$ cat src/rtl/te_start_pkg.sv
// Shared types for the frame start controller.
// Assumes: start/enable/line-select bits follow the three-source decode below.
package te_start_pkg;

    typedef enum logic [1:0] {
        SRC_IDLE   = 2'd0,
        SRC_MANUAL = 2'd1,
        SRC_MSG    = 2'd2,
        SRC_LINE   = 2'd3
    } start_src_e;

    // Map the three per-channel control bits to the active start source.
    function automatic start_src_e decode_src(input logic start_b,
                                              input logic en_b,
                                              input logic line_b);
        if (en_b)         return line_b ? SRC_LINE : SRC_MSG;
        else if (start_b) return SRC_MANUAL;
        else              return SRC_IDLE;
    endfunction

endpackage

$ cat src/rtl/te_line_detect.sv
// Classifies pulses on one external tearing-effect pin by width and emits a
// one-cycle event. It either fires on a vertical pulse or counts horizontal pulses.
// Assumes: pin is asynchronous; width is measured after a two-flop synchronizer.
module te_line_detect #(
    parameter int CW = 8
) (
    input  logic          clk,
    input  logic          rst_n,
    input  logic          pin,
    input  logic [CW-1:0] vs_w,
    input  logic [CW-1:0] hs_w,
    input  logic [CW-1:0] hs_num,
    input  logic          count_h,
    output logic          evt
);
    localparam logic [CW-1:0] ONE  = CW'(1);
    localparam logic [CW-1:0] SATV = {CW{1'b1}};

    logic          s1, s2, s3;
    logic [CW-1:0] wid;
    logic [CW-1:0] hcnt;
    logic [CW-1:0] hnext;
    logic          fall, is_vs, is_hs;

    // Synchronize the pin and keep the previous synced value for edge detect.
    always_ff @(posedge clk) begin
        if (!rst_n) begin
            s1 <= 1'b0; s2 <= 1'b0; s3 <= 1'b0;
        end else begin
            s1 <= pin; s2 <= s1; s3 <= s2;
        end
    end

    assign fall  = s3 && !s2;
    assign is_vs = fall && (wid >= vs_w);
    assign is_hs = fall && !is_vs && (wid >= hs_w);
    assign hnext = hcnt + ONE;

    // Measure the high time of the synced pin, saturating.
    always_ff @(posedge clk) begin
        if (!rst_n)       wid <= '0;
        else if (!s2)     wid <= '0;
        else if (wid != SATV) wid <= wid + ONE;
    end

    // Count horizontal pulses since the last vertical pulse.
    always_ff @(posedge clk) begin
        if (!rst_n)                        hcnt <= '0;
        else if (is_vs)                    hcnt <= '0;
        else if (is_hs && hcnt != SATV)    hcnt <= hnext;
    end

    // Produce the start event for the selected counting mode.
    always_ff @(posedge clk) begin
        if (!rst_n) evt <= 1'b0;
        else if (count_h)
            evt <= is_hs && (hs_num != '0) && (hcnt != SATV) && (hnext == hs_num);
        else
            evt <= is_vs;
    end


    vs_evt_width_chk: assert property (@(posedge clk) disable iff (!rst_n)
        (evt && !count_h) |-> $past(wid >= vs_w));


    evt_after_fall_chk: assert property (@(posedge clk) disable iff (!rst_n)
        evt |-> $past(s3 && !s2));

endmodule

$ cat src/rtl/te_chan_ctrl.sv
// Per-channel start control. It holds the start and enable bits, picks the
// source and issues one start pulse per transfer. Done clears the bits.
// Assumes: msg_hit and line_evt are single-cycle strobes already routed here.
module te_chan_ctrl
    import te_start_pkg::*;
(
    input  logic clk,
    input  logic rst_n,
    input  logic start_set,
    input  logic en_set,
    input  logic line_mode,
    input  logic msg_hit,
    input  logic line_evt,
    input  logic done,
    output logic xfer_start,
    output logic start_bit,
    output logic en_bit
);
    start_src_e src;
    logic       busy;
    logic       fire;

    assign src  = decode_src(start_bit, en_bit, line_mode);
    assign fire = !busy && ((src == SRC_MANUAL) ||
                            (src == SRC_MSG  && msg_hit) ||
                            (src == SRC_LINE && line_evt));

    // Issue the start pulse and track the in-flight transfer.
    always_ff @(posedge clk) begin
        if (!rst_n) begin
            xfer_start <= 1'b0;
            busy       <= 1'b0;
        end else begin
            xfer_start <= fire;
            if (fire)      busy <= 1'b1;
            else if (done) busy <= 1'b0;
        end
    end

    // Software sets the bits; completion of a transfer clears them.
    always_ff @(posedge clk) begin
        if (!rst_n) begin
            start_bit <= 1'b0;
            en_bit    <= 1'b0;
        end else if (busy && done) begin
            start_bit <= 1'b0;
            en_bit    <= 1'b0;
        end else begin
            if (start_set) start_bit <= 1'b1;
            if (en_set)    en_bit    <= 1'b1;
        end
    end


    single_pulse_chk: assert property (@(posedge clk) disable iff (!rst_n)
        xfer_start |=> !xfer_start);


    done_clears_chk: assert property (@(posedge clk) disable iff (!rst_n)
        (busy && done) |=> (!start_bit && !en_bit));


    start_needs_arm_chk: assert property (@(posedge clk) disable iff (!rst_n)
        xfer_start |-> $past(start_bit || en_bit));

endmodule

$ cat src/rtl/te_frame_starter.sv
// Top level: one pulse classifier per external pin and one controller per
// virtual channel. Routes trigger messages by channel number and pin events
// by each channel's line index.
// Assumes: msg_ch is valid whenever msg_valid is high.
module te_frame_starter #(
    parameter int NCH = 4,
    parameter int NL  = 2,
    parameter int CW  = 8,
    parameter int CHW = (NCH > 1) ? $clog2(NCH) : 1,
    parameter int LW  = (NL > 1) ? $clog2(NL) : 1
) (
    input  logic              clk,
    input  logic              rst_n,
    input  logic [NCH-1:0]    cfg_start_set,
    input  logic [NCH-1:0]    cfg_en_set,
    input  logic [NCH-1:0]    cfg_line_mode,
    input  logic [NCH*LW-1:0] cfg_line_idx,
    input  logic [NL*CW-1:0]  cfg_vs_width,
    input  logic [NL*CW-1:0]  cfg_hs_width,
    input  logic [NL*CW-1:0]  cfg_hs_count,
    input  logic [NL-1:0]     cfg_count_h,
    input  logic              msg_valid,
    input  logic [CHW-1:0]    msg_ch,
    input  logic [NL-1:0]     te_pin,
    input  logic [NCH-1:0]    xfer_done,
    output logic [NCH-1:0]    xfer_start,
    output logic              trig_irq,
    output logic [NCH-1:0]    start_bit,
    output logic [NCH-1:0]    en_bit
);
    logic [NL-1:0] line_evt;

    // Raise the interrupt one cycle after any received trigger message.
    always_ff @(posedge clk) begin
        if (!rst_n) trig_irq <= 1'b0;
        else        trig_irq <= msg_valid;
    end

    for (genvar l = 0; l < NL; l++) begin : g_line
        te_line_detect #(.CW(CW)) u_det (
            .clk     (clk),
            .rst_n   (rst_n),
            .pin     (te_pin[l]),
            .vs_w    (cfg_vs_width[l*CW +: CW]),
            .hs_w    (cfg_hs_width[l*CW +: CW]),
            .hs_num  (cfg_hs_count[l*CW +: CW]),
            .count_h (cfg_count_h[l]),
            .evt     (line_evt[l])
        );
    end

    for (genvar i = 0; i < NCH; i++) begin : g_ch
        logic [LW-1:0] idx;
        logic          sel_evt;
        logic          hit;

        assign idx     = cfg_line_idx[i*LW +: LW];
        assign sel_evt = (int'(idx) < NL) ? line_evt[idx] : 1'b0;
        assign hit     = msg_valid && (msg_ch == CHW'(i));

        te_chan_ctrl u_ch (
            .clk        (clk),
            .rst_n      (rst_n),
            .start_set  (cfg_start_set[i]),
            .en_set     (cfg_en_set[i]),
            .line_mode  (cfg_line_mode[i]),
            .msg_hit    (hit),
            .line_evt   (sel_evt),
            .done       (xfer_done[i]),
            .xfer_start (xfer_start[i]),
            .start_bit  (start_bit[i]),
            .en_bit     (en_bit[i])
        );
    end


    irq_follows_msg_chk: assert property (@(posedge clk) disable iff (!rst_n)
        trig_irq |-> $past(msg_valid));

endmodule

$ cat config.mk
export PLATFORM = sky130hd
export DESIGN_NAME = te_frame_starter
export DESIGN_NICKNAME = d
export VERILOG_FILES = /design/src/rtl/te_start_pkg.sv /design/src/rtl/te_line_detect.sv /design/src/rtl/te_chan_ctrl.sv /design/src/rtl/te_frame_starter.sv
export SDC_FILE = /design/constraint.sdc
export NUM_CORES = 1
export LEC_CHECK = 0
export ABC_AREA = 1
export BUFFER_PORTS_ARGS = -buffer_cell sky130_fd_sc_hd__buf_4
export CAP_MARGIN = 20
export CELL_PAD_IN_SITES_DETAIL_PLACEMENT = 0
export CELL_PAD_IN_SITES_GLOBAL_PLACEMENT = 2
export CORE_MARGIN = 2
export CORE_UTILIZATION = 29
export DETAILED_ROUTE_END_ITERATION = 6
export PLACE_DENSITY_LB_ADDON = 0.08
export SLEW_MARGIN = 30
export SYNTH_ARGS = -nofsm -noshare
export SYNTH_HDL_FRONTEND = slang
export SYNTH_SLANG_ARGS = --single-unit
$ cat constraint.sdc
create_clock -name clk -period 2.01 [get_ports clk]
set_input_delay 0 -clock clk [delete_from_list [all_inputs] [get_ports clk]]
set_output_delay 0 -clock clk [all_outputs]
set_load 0.005 [all_outputs]
==> results of run 1 <==
==> through the flow <==
step                instances  utilization  instance area (sq um)  hold WS, ns  setup WS (ns)
floorplan                 605            -                   3870       0.0935          0.399
detailed placement        858        0.355                   4670        0.207         0.0655
finish                    906        0.405                   5320      0.00161          0.182
global route              906        0.405                   5320       0.0119         0.0267
global placement          858        0.355                   4670        0.203         0.0892
CTS                       899        0.398                   5220      0.00357         0.0430
==> report_power, final <==
| group | switching, mW | total [mW] | internal (mW) | leakage [nW] |
|---|---|---|---|---|
| Clock | 0.480 | 1.49 | 1.01 | 0.148 |
| Combinational | 0.161 | 0.387 | 0.225 | 2.18 |
| Sequential | 0.0240 | 1.19 | 1.17 | 0.465 |
==> cell usage in the layout, fill, tap and decap left out, drive strengths merged, types with 12 or more instances in the layout <==
master / Yosys / layout
a21oi: 44 / 44
buf: 14 / 98
dfxtp: 57 / 57
clkbuf: 0 / 12
nand2: 156 / 156
inv: 125 / 125
nor2: 68 / 68
o21ai: 30 / 30
dlygate4sd3: 0 / 26
ha: 36 / 36
nand3: 47 / 47
==> cell families (layout without fill, tap and decap cells) <==
group,count (synthesis),in the layout,share of synthesized area
simple gates,287,287,0.316
buf+inv,140,265,0.150
compound gates,79,79,0.108
flops,57,57,0.295
fa+ha+maj,36,36,0.116
xor+xnor,6,6,0.0136
==> worst max-delay path: cells and delay by family (launching register included) <==
family,cells,cell delay (ns)
buffers and inverters,3,0.36
adder cells (fa/ha/maj),1,0.28
AND/OR/NAND/NOR,6,0.40
AO/OA/AOI/OAI,2,0.30
flip-flops,1,0.35
==> layout make-up <==
type / instances / share of cell area
clock buffer: 12 / 0.0483
clock inverter: 3 / 0.00753
inverter: 126 / 0.0895
multi-input combinational: 408 / 0.406
sequential: 57 / 0.215
tap: 176 / 0.0414
timing repair buffer: 124 / 0.192
==> state kept, by name (all words and copies together), names as in the netlist <==
name / flops
g_ch.u_ch.start_bit: 4
g_line.u_det.s1: 2
g_ch.u_ch.en_bit: 4
trig_irq: 1
g_line.u_det.wid: 16
g_line.u_det.evt: 2
g_ch.u_ch.busy: 4
g_line.u_det.s2: 2
g_line.u_det.hcnt: 16
g_ch.u_ch.xfer_start: 4
g_line.u_det.s3: 2
==> layer usage <==
metal  share of wire  track usage  vias up  routed length, microns
li1                -            -     2118                       -
met1            0.48        0.179     1682                    4630
met2            0.48        0.240       67                    4680
met3           0.036       0.0299        5                     347
met4          0.0072       0.0353        0                      70
met5               0            0        -                       0
==> final timing paths <==
kind         slack [ns]                      end  depth (start not counted)                   start
max                0.18  g_line[1].u_det.hcnt[0]                         12  g_line[1].u_det.wid[0]
min               0.002       g_line[0].u_det.s2                          3                   rst_n
max reg2reg        0.18  g_line[1].u_det.hcnt[0]                         12  g_line[1].u_det.wid[0]
min reg2reg        0.42       g_line[0].u_det.s2                          2      g_line[0].u_det.s1
==> what timing repair did <==
| item | in CTS | in global routing |
|---|---|---|
| endpoints found under the hold margin | 17 | 0 |
| endpoints found under the setup margin | 0 | 17 |
| hold buffers | 26 | 0 |
| buffers inserted | 0 | 7 |
| gates resized for setup | 0 | 5 |
==> run summary, run 1 <==
In the synthesized netlist the dominant register cell turns out to be sky130_fd_sc_hd__dfxtp_1. The number of flops mapped to enable cells by yosys came out at 0. The tree built by TritonCTS fans out to 57 sinks. For this run, the post-layout net count is 839. Counting every net in the synthesized netlist gives 718. The first-pass GRT wire length is 16.4 mm. By count the netlist is led by sky130_fd_sc_hd__nand2_1 (154), sky130_fd_sc_hd__inv_1 (124), sky130_fd_sc_hd__nor2_1 (59). The sequential fraction of the synthesis area is 0.295.

The antenna diode count came out at 0. The average size of a mapped cell came out at 6.39 sq um. For the worst setup path, the data arrival time is 2.02 ns. The residual antenna-violating net count after detailed routing is 0. Clock tree synthesis inserted a total of 9 buffers. The data required time at the worst endpoint is 2.20 ns. The sum of negative setup slack came out at 0 ns. The maximum clock frequency came out at 547 MHz.

After global routing the overflow that remains totals 0. The tool flagged a number of max-cap violations equal to 0. The share of synthesized area in the top cell type comes to 0.295. The power consumption came out at 3.07 mW. Of the cells placed in the final design, the portion with a size suffix greater than 1 is 0.190.

The setup skew after layout is 0.0140 ns. The critical path goes through inv_1 -> ha_1 -> nand2_1 -> nand3_1 -> nand2_1 -> nand2_1 -> a21oi_1 -> nor2_4 -> buf_12 -> buf_4 -> nand2_1 -> a21oi_1. The vertical die dimension is 120 microns. By startpoint and endpoint, the worst setup path is classified as reg -> reg. The post-layout minimum cycle time came out at 1.83 ns. The clock insertion delay at the later pin of the skew report came out at 0.32 ns. The cell with the most instances after synthesis is sky130_fd_sc_hd__nand2_1. STA classifies the critical path startpoint as a register.

The total I/O pin count is 90. The DRC marker count from the first detailed-route iteration is 138. Ranked by total cell area, the synthesized netlist is headed by sky130_fd_sc_hd__dfxtp_1 (29%), sky130_fd_sc_hd__nand2_1 (15%), sky130_fd_sc_hd__inv_1 (12%).

The post-synthesis async set-or-reset flop share is 0. The overall die width came out at 120 microns. The relative area change from synthesis to final layout came out at 37.4%. The count of endpoints failing setup in the final report came out at 0. The sort of element at the end of the critical path is a register. The worst slew margin relative to its limit is 0.788.

The worst min-delay path category is in -> reg. The routed layout has 3872 vias. The average wire length per cell after detail routing is 10.7 microns. Of the available clock period, the critical path in the final layout requires 0.910. The run finished with clean final reports. The initial utilization of the core area, before any placement, comes to 0.294.

The final weighted congestion in routability-driven placement came out at 0.753. The area of the die came out at 14300 sq um. The number of buffers on the longest clock path came out at 2. The number of global-route vias before repair came out at 3700.

The measured slew at the worst slew-check pin came out at 0.317 ns. The tree is rooted in a sky130_fd_sc_hd__clkbuf_16. The areal power density over the cells came out at 578 nW/um^2.

The number of hold violations in the final report came to 0. The aggregate global-route resource usage is 0.140. The largest net degree at the start of global routing came out at 17. The leakage power came out at 2.79 nW. In the final layout, flip-flops and latches occupy 1140 sq um.

The area taken by multi-input logic gates came out at 2160 sq um. The post-detailed-route via-to-cell ratio came out at 4.27. TritonCTS built the clock tree. In the routed design, unresolved DRC markers number 0. The post-synthesis cell count is 605. The number of pins exceeding their max-slew limit in the final report came out at 0.

The total number of H-tree levels came out at 3. The total area inside the core boundary comes to 13100 sq um. The highest net fanout along the worst path came out at 10.

The netlist area before placement is 3870 sq um. The largest individual stage delay along the critical path comes from the cell sky130_fd_sc_hd__dfxtp_1. The initial antenna violation count came out at 0. Summed over all layers, the routed wires come to 9.73 mm. The number of buffer cells added on primary ports came out at 89. The number of warnings printed during yosys synthesis is 0. The number of flip-flops and latches in the synthesized netlist is 57. The count of TritonRoute iterations in the first routing pass came out at 4. The maximum single-stage delay on the critical path came out at 0.35 ns.

sky130_fd_sc_hd__dfxtp_1 takes more of the synthesized area than any other cell. Setup repair after global routing left no endpoint under its margin. The cell occurring most often along the worst timing path is sky130_fd_sc_hd__nand2_1. The filler cells instantiated in the layout total 1412. Row generation in the floorplan step produced 42 rows. IR analysis of the VDD net gives a maximum drop of 380 uV. The HPWL after detailed placement is 7.70 mm. The register clock-pin slew on the reported worst setup and hold paths came out at 0.05 ns. The number of unique standard cell types used by synthesis is 30.
Note: power is estimated with default switching activity, not from simulation.
==> inputs of run 2 (changes only) <==
--- a/config.mk
+++ b/config.mk
@@ -10,11 +10,10 @@
 export CAP_MARGIN = 20
 export CELL_PAD_IN_SITES_DETAIL_PLACEMENT = 0
 export CELL_PAD_IN_SITES_GLOBAL_PLACEMENT = 2
-export CORE_MARGIN = 2
 export CORE_UTILIZATION = 29
 export DETAILED_ROUTE_END_ITERATION = 6
 export PLACE_DENSITY_LB_ADDON = 0.08
-export SLEW_MARGIN = 30
+export RECOVER_POWER = 50
 export SYNTH_ARGS = -nofsm -noshare
 export SYNTH_HDL_FRONTEND = slang
 export SYNTH_SLANG_ARGS = --single-unit
==> run summary, run 2 (same netlist as run 1, synthesis figures left out) <==
The flow ran to the end, and the final reports show no timing, DRC or antenna violations. The highest net fanout along the worst path is 8 (-2). Walking the worst path, the cells encountered are inv_1 -> ha_1 -> nand2_1 -> nand3_1 -> nand2_1 -> nand2_1 -> a21oi_1 -> nor2_4 -> buf_12 -> inv_4 -> nand2_1 -> a21oi_1.

The total number of H-tree levels is 3 (unchanged). The area of the die came out at 13800 sq um (-3.3%). The number of global-route vias before repair is 3604 (-2.6%). The max capacitance violation total came out at 0 (unchanged). The worst slew margin relative to its limit is 0.735 (-0.0528). The leakage power came out at 2.76 nW (-1.1%). The DRC violation count after routing came to 0 (unchanged). The number of hold violations in the final report is 0 (unchanged). The sum of negative setup slack came out at 0 ns (unchanged). The count of fill cells added during filler insertion is 1397 (-1.1%). STA classifies the critical path endpoint as a register.

The average wire length per cell after detail routing came out at 10.6 microns (-0.98%). The internal power came out at 2.38 mW (-1.1%). The total I/O pin count came out at 90 (unchanged). The post-layout minimum cycle time came out at 1.84 ns (+0.0123 ns). The clock insertion delay at the later pin of the skew report came to 0.32 ns (about the same). The post-layout worst setup margin is 0.169 ns (-0.0123 ns).

The areal power density over the cells is 583 nW/um^2 (+0.87%). The initial standard-cell utilization of the core came out at 0.302 (+0.00718). The worst voltage drop across the vdd grid came out at 328 uV (-14%). The antenna diode count came out at 0 (unchanged). Counting stages on the worst path, the most repeated cell is sky130_fd_sc_hd__nand2_1.

The overall die width came to 118 microns (-1.7%). The data arrival time of the critical path was 2.09 ns (+0.07 ns). The number of cells traversed by the worst register-to-register path came out at 12 (unchanged). The worst setup path category is reg -> reg. The maximum clock frequency came out at 543 MHz (-0.67%). The first-pass GRT wire length came to 16.3 mm (-0.46%). The largest net degree at the start of global routing came out at 17 (unchanged). The DRC marker count from the first detailed-route iteration is 117 (-15%). The count of standard-cell rows is 41 (-2.4%). The area used by sequential logic in the layout is 1140 sq um (unchanged).

The initial antenna violation count came out at 0 (unchanged). The worst setup path is launched from a register. The final weighted congestion in routability-driven placement is 0.763 (+1.3%). The vertical die dimension is 118 microns (-1.7%). The switching fraction of total power was 0.230 (+0.0134). Leaving out fill and tap cells, the most frequent cells in the layout are sky130_fd_sc_hd__nand2_1 (154), sky130_fd_sc_hd__inv_1 (123), sky130_fd_sc_hd__buf_4 (80).

The aggregate global-route resource usage came out at 0.144 (+0.00389). The combinational power share was 0.125 (about the same). The post-detailed-route via-to-cell ratio is 4.28 (about the same).

The final net count came to 839 (unchanged). The relative area change from synthesis to final layout is 37.0%. The reported net switching power is 710 uW (+6.8%). The tightest min-delay check is of the in -> reg type. The portion of the clock cycle consumed by the worst path in the final layout came out at 0.916 (+0.00612). The measured slew at the worst slew-check pin is 0.395 ns (+0.0786 ns). The count of endpoints failing setup in the final report is 0 (unchanged). The total grt overflow is 0 (unchanged). The sequential share of power is 0.385 (-0.003).

The number of pins exceeding their max-slew limit in the final report was 0 (unchanged). The number of buffer cells added on primary ports was 89 (unchanged). The total clock sinks came out at 57 (unchanged).

The setup skew after layout is 0.00363 ns (-0.0104 ns). The number of buffers on the longest clock path was 2 (unchanged). The post-placement setup slack is 0.0380 ns (-0.0274 ns). The largest registers in the layout are g_line.u_det.hcnt (16), g_line.u_det.wid (16). The maximum single-stage delay on the critical path came out at 0.35 ns (about the same). On the critical path, the stage with the largest delay is an instance of sky130_fd_sc_hd__dfxtp_1. TritonCTS built the clock tree. The area taken by multi-input logic gates is 2150 sq um (-0.35%).

The total number of vias came out at 3861 (-0.28%). The buffer cell driving the clock tree root is sky130_fd_sc_hd__clkbuf_16. The most common library cell in the layout ignoring fill and taps is sky130_fd_sc_hd__nand2_1. The share of layout cells above drive strength 1 came out at 0.181 (-0.00984). The data required time at the worst endpoint came out at 2.26 ns (+0.06 ns). The post-detailed-routing wire length is 9.60 mm (-1.3%). Setup repair after global routing left no endpoint under its margin. The number of instances on the worst hold path is 6 (+3).

The part of the power in the clock network is 0.490 (+0.004). The number of buffers created by CTS is 9 (unchanged). The residual antenna-violating net count after detailed routing is 0 (unchanged). The register clock-pin slew on the reported worst setup and hold paths came out at 0.05 ns (about the same). The HPWL after detailed placement came to 7.66 mm (-0.51%). The placeable core region is 12800 sq um (-2.4%). The count of TritonRoute iterations in the first routing pass was 4 (unchanged).
run 2: changes by cell type in the layout (fill, tap and decap cells not counted):
| cell | before | now |
|---|---|---|
| sky130_fd_sc_hd__clkinvlp_4 | 0 | 2 |
| sky130_fd_sc_hd__nor2_1 | 59 | 60 |
| sky130_fd_sc_hd__nor3_2 | 2 | 1 |
| sky130_fd_sc_hd__buf_4 | 96 | 80 |
| sky130_fd_sc_hd__dlygate4sd3_1 | 26 | 29 |
| sky130_fd_sc_hd__nor3_1 | 2 | 3 |
| sky130_fd_sc_hd__nor2_2 | 7 | 6 |
| sky130_fd_sc_hd__clkbuf_8 | 2 | 1 |
| sky130_fd_sc_hd__clkbuf_1 | 1 | 4 |
| sky130_fd_sc_hd__clkbuf_4 | 0 | 10 |
run 2: power by group through the flow:
stage,registers (mW),logic [mW],clock network [mW]
3_5_place_dp,1.22,0.344,0
5_1_grt,1.19,0.439,1.62
3_3_place_gp,1.21,0.341,0
6_report,1.19,0.386,1.51
4_1_cts,1.19,0.397,1.57
2_1_floorplan,1.21,0.177,0
run 2: per-stage QoR:
| step | std cells | total power, mW | utilization | hold slack (ns) | instance area [sq um] |
|---|---|---|---|---|---|
| after floorplan | 605 | 1.39 | - | 0.0935 | 3870 |
| after global placement | 853 | 1.56 | 0.363 | 0.200 | 4650 |
| after detailed placement | 853 | 1.56 | 0.363 | 0.202 | 4650 |
| after CTS | 898 | 3.16 | 0.409 | 0.0559 | 5240 |
| after global routing | 903 | 3.25 | 0.413 | 0.109 | 5300 |
| final | 903 | 3.09 | 0.413 | 0.0689 | 5300 |
run 2: area by class of cell:
| class | count | share of cell area |
|---|---|---|
| clock buffers | 11 | 0.0458 |
| clock inverters | 5 | 0.0104 |
| multi-input cells | 408 | 0.406 |
| flip-flops and latches | 57 | 0.216 |
| repair buffers | 124 | 0.192 |
| inverters | 126 | 0.0897 |
| well taps | 172 | 0.0406 |
run 2: path summary, 6_finish.rpt:
| check | end | slack [ns] | start |
|---|---|---|---|
| setup / recovery | g_line[1].u_det.hcnt[6] | 0.17 | g_line[1].u_det.wid[0] |
| hold / removal | g_line[0].u_det.evt | 0.07 | cfg_hs_count[7] |
| setup reg to reg | g_line[1].u_det.hcnt[6] | 0.17 | g_line[1].u_det.wid[0] |
| hold reg to reg | g_line[1].u_det.s2 | 0.41 | g_line[1].u_det.s1 |
run 2: worst max-delay path, delay by kind of cell, from the launching register on:
family | cells | cell delay, ns
buf+inv | 3 | 0.31
fa+ha+maj | 1 | 0.27
simple gates | 6 | 0.44
flops | 1 | 0.35
compound gates | 2 | 0.38
run 2: per-layer routing:
| layer | vias to the layer above | GRT usage | wire length, microns | share of wire |
|---|---|---|---|---|
| li1 | 2125 | - | - | - |
| met1 | 1674 | 0.179 | 4690 | 0.49 |
| met2 | 52 | 0.247 | 4530 | 0.47 |
| met3 | 10 | 0.0339 | 277 | 0.029 |
| met4 | 0 | 0.0409 | 99 | 0.010 |
| met5 | - | 0 | 0 | 0 |
run 2: what timing repair did:
| item | CTS | global route |
|---|---|---|
| gates resized for setup | 0 | 4 |
| setup endpoints to repair | 0 | 17 |
| setup buffers | 0 | 5 |
| endpoints found under the hold margin | 20 | 0 |
| hold buffers | 29 | 0 |
==> inputs of run 3 (changes only) <==
--- a/config.mk
+++ b/config.mk
@@ -12,8 +12,9 @@
 export CELL_PAD_IN_SITES_GLOBAL_PLACEMENT = 2
 export CORE_UTILIZATION = 29
 export DETAILED_ROUTE_END_ITERATION = 6
-export PLACE_DENSITY_LB_ADDON = 0.08
+export PLACE_DENSITY = 0.9
 export RECOVER_POWER = 50
+export SLEW_MARGIN = 25
 export SYNTH_ARGS = -nofsm -noshare
 export SYNTH_HDL_FRONTEND = slang
 export SYNTH_SLANG_ARGS = --single-unit
==> run summary, run 3 (same netlist as run 1, synthesis figures left out) <==
The run finished with clean final reports. The measured slew at the worst slew-check pin came out at 0.400 ns (+0.00412 ns). Leaving out fill and tap cells, the most frequent cell in the layout is sky130_fd_sc_hd__nand2_1. The number of buffer cells added on primary ports is 89 (unchanged). The relative area change from synthesis to final layout is 36.8%. The leakage power is 2.78 nW (+0.61%). The clock insertion delay at the later pin of the skew report is 0.32 ns (about the same). The initial antenna violation count came to 0 (unchanged). The setup skew after layout came out at 0.00915 ns (+0.00552 ns). The register clock-pin slew on the reported worst setup and hold paths came out at 0.05 ns (about the same). The total number of H-tree levels came out at 3 (unchanged).

Setup repair after global routing left no endpoint under its margin. The total grt overflow came out at 0 (unchanged). The overall die width is 118 microns (unchanged). The post-layout minimum cycle time is 1.82 ns (-0.0161 ns). The initial standard-cell utilization of the core came out at 0.302 (unchanged). The total number of vias came out at 3897 (+0.93%). The antenna diode count is 0 (unchanged). The maximum clock frequency came to 548 MHz (+0.88%). The count of endpoints failing setup in the final report is 0 (unchanged). The largest net degree at the start of global routing came out at 17 (unchanged). The buffer cell driving the clock tree root is sky130_fd_sc_hd__clkbuf_16. The DRC violation count after routing was 0 (unchanged). The average wire length per cell after detail routing is 10.2 microns (-3.8%).

The core occupancy in the finished layout came to 0.413 (-0.000585). The power consumption came to 3.04 mW (-1.6%). The worst slew margin relative to its limit is 0.733 (-0.00276). The area of the die is 13800 sq um (unchanged). The highest net fanout along the worst path came out at 5 (-3). The sum of negative setup slack came out at 0 ns (unchanged). The total clock sinks is 57 (unchanged). The residual antenna-violating net count after detailed routing came out at 0 (unchanged).

The count of standard-cell rows came out at 41 (unchanged). The area used by sequential logic in the layout is 1140 sq um (unchanged). The HPWL after detailed placement is 7.46 mm (-2.6%). The aggregate global-route resource usage is 0.140 (-0.00462). TritonCTS built the clock tree. The number of buffers on the longest clock path was 2 (unchanged). The count of TritonRoute iterations in the first routing pass is 4 (unchanged).

The number of hold violations in the final report is 0 (unchanged). The post-detailed-routing wire length was 9.24 mm (-3.8%). The critical path in this run is classified as reg -> reg. The number of buffers created by CTS was 9 (unchanged). The DRC marker count from the first detailed-route iteration came out at 157 (+34%).

The share of layout cells above drive strength 1 is 0.183 (+0.00274). The largest registers in the layout are g_line.u_det.hcnt (16), g_line.u_det.wid (16). The max capacitance violation total came out at 0 (unchanged).

The final weighted congestion in routability-driven placement is 0.799 (+4.7%). The startpoint type of the worst setup path is a register. The worst voltage drop across the vdd grid is 383 uV (+17%).

The first-pass GRT wire length came out at 16.2 mm (-0.64%). The final net count is 839 (unchanged). The post-detailed-route via-to-cell ratio is 4.32 (+0.93%). The worst hold-check slack is 0.0832 ns (+0.0143 ns). The area taken by multi-input logic gates came out at 2150 sq um (-0.17%).

The worst min-delay path category is in -> reg. The worst setup path is captured at a register. The data required time at the worst endpoint is 2.25 ns (about the same). The total I/O pin count came out at 90 (unchanged). The areal power density over the cells is 575 nW/um^2 (-1.5%). The number of pins exceeding their max-slew limit in the final report was 0 (unchanged).

The count of fill cells added during filler insertion came out at 1391 (-0.43%). The placeable core region came to 12800 sq um (unchanged). The vertical die dimension is 118 microns (unchanged). The data arrival time of the critical path is 2.06 ns (-0.03 ns). The number of global-route vias before repair came out at 3751 (+4.1%). The portion of the clock cycle consumed by the worst path in the final layout came out at 0.908 (-0.00799).

In the layout the commonest cells are sky130_fd_sc_hd__nand2_1 (154), sky130_fd_sc_hd__inv_1 (123), sky130_fd_sc_hd__buf_4 (81).
==> run 3: cell types whose count changed in the layout (fill, tap and decap cells not counted) <==
cell and change:
sky130_fd_sc_hd__a21oi_2 -1, sky130_fd_sc_hd__buf_4 +1, sky130_fd_sc_hd__dlygate4sd3_1 -2, sky130_fd_sc_hd__clkbuf_2 +1
sky130_fd_sc_hd__clkbuf_1 -1, sky130_fd_sc_hd__a21oi_1 +1, sky130_fd_sc_hd__clkinvlp_4 -2, sky130_fd_sc_hd__clkbuf_4 +3
==> run 3: area by class of cell <==
class                      count  share of cell area
timing repair buffer         124               0.193
multi-input combinational    408               0.406
tap                          172              0.0407
clock buffer                  13              0.0473
sequential                    57               0.216
inverter                     126              0.0898
clock inverter                 3             0.00757
==> run 3: worst max-delay path, cell delays in order, from the launching register on <==
cell and delay, ns:
sky130_fd_sc_hd__dfxtp_1 0.35, sky130_fd_sc_hd__inv_1 0.10, sky130_fd_sc_hd__ha_1 0.28, sky130_fd_sc_hd__nand2_1 0.06, sky130_fd_sc_hd__nand3_1 0.08, sky130_fd_sc_hd__nand2_1 0.06
sky130_fd_sc_hd__nand2_1 0.05, sky130_fd_sc_hd__nand2_1 0.08, sky130_fd_sc_hd__nand3_1 0.11, sky130_fd_sc_hd__nor2_4 0.16, sky130_fd_sc_hd__buf_12 0.13, sky130_fd_sc_hd__buf_4 0.10
sky130_fd_sc_hd__nand2_1 0.04, sky130_fd_sc_hd__a21oi_1 0.13
==> run 3: path summary, 6_finish.rpt <==
path | start | end | slack (ns) | depth (start not counted)
min reg2reg | g_line[1].u_det.s1 | g_line[1].u_det.s2 | 0.42 | 2
max reg2reg | g_line[1].u_det.wid[0] | g_line[1].u_det.hcnt[0] | 0.19 | 13
max | g_line[1].u_det.wid[0] | g_line[1].u_det.hcnt[0] | 0.19 | 13
min | cfg_hs_count[7] | g_line[0].u_det.evt | 0.08 | 6
==> run 3: report_power, final <==
group | total [mW] | switching [mW] | leakage (nW) | internal [mW]
logic | 0.385 | 0.160 | 2.17 | 0.225
clock network | 1.46 | 0.475 | 0.144 | 0.987
registers | 1.19 | 0.0237 | 0.465 | 1.17
==> run 3: metal layers <==
metal / routed length, microns / up-vias / track usage
li1: - / 2123 / -
met1: 4500 / 1709 / 0.175
met2: 4370 / 58 / 0.242
met3: 269 / 7 / 0.0203
met4: 97 / 0 / 0.0505
met5: 0 / - / 0
==> run 3: timing repair <==
action / in CTS / in global routing
hold buffers: 27 / 0
endpoints found under the hold margin: 19 / 0
buffers inserted: 0 / 7
endpoints found under the setup margin: 0 / 13
resized for setup: 0 / 3
==> run 3: per-stage QoR <==
| stage | cells | instance area [sq um] | setup slack [ns] |
|---|---|---|---|
| floorplan | 605 | 3870 | 0.399 |
| global placement | 853 | 4650 | 0.127 |
| detailed placement | 853 | 4650 | 0.0927 |
| CTS | 896 | 5210 | 0.0882 |
| global route | 903 | 5290 | 0.0203 |
| finish | 903 | 5290 | 0.185 |
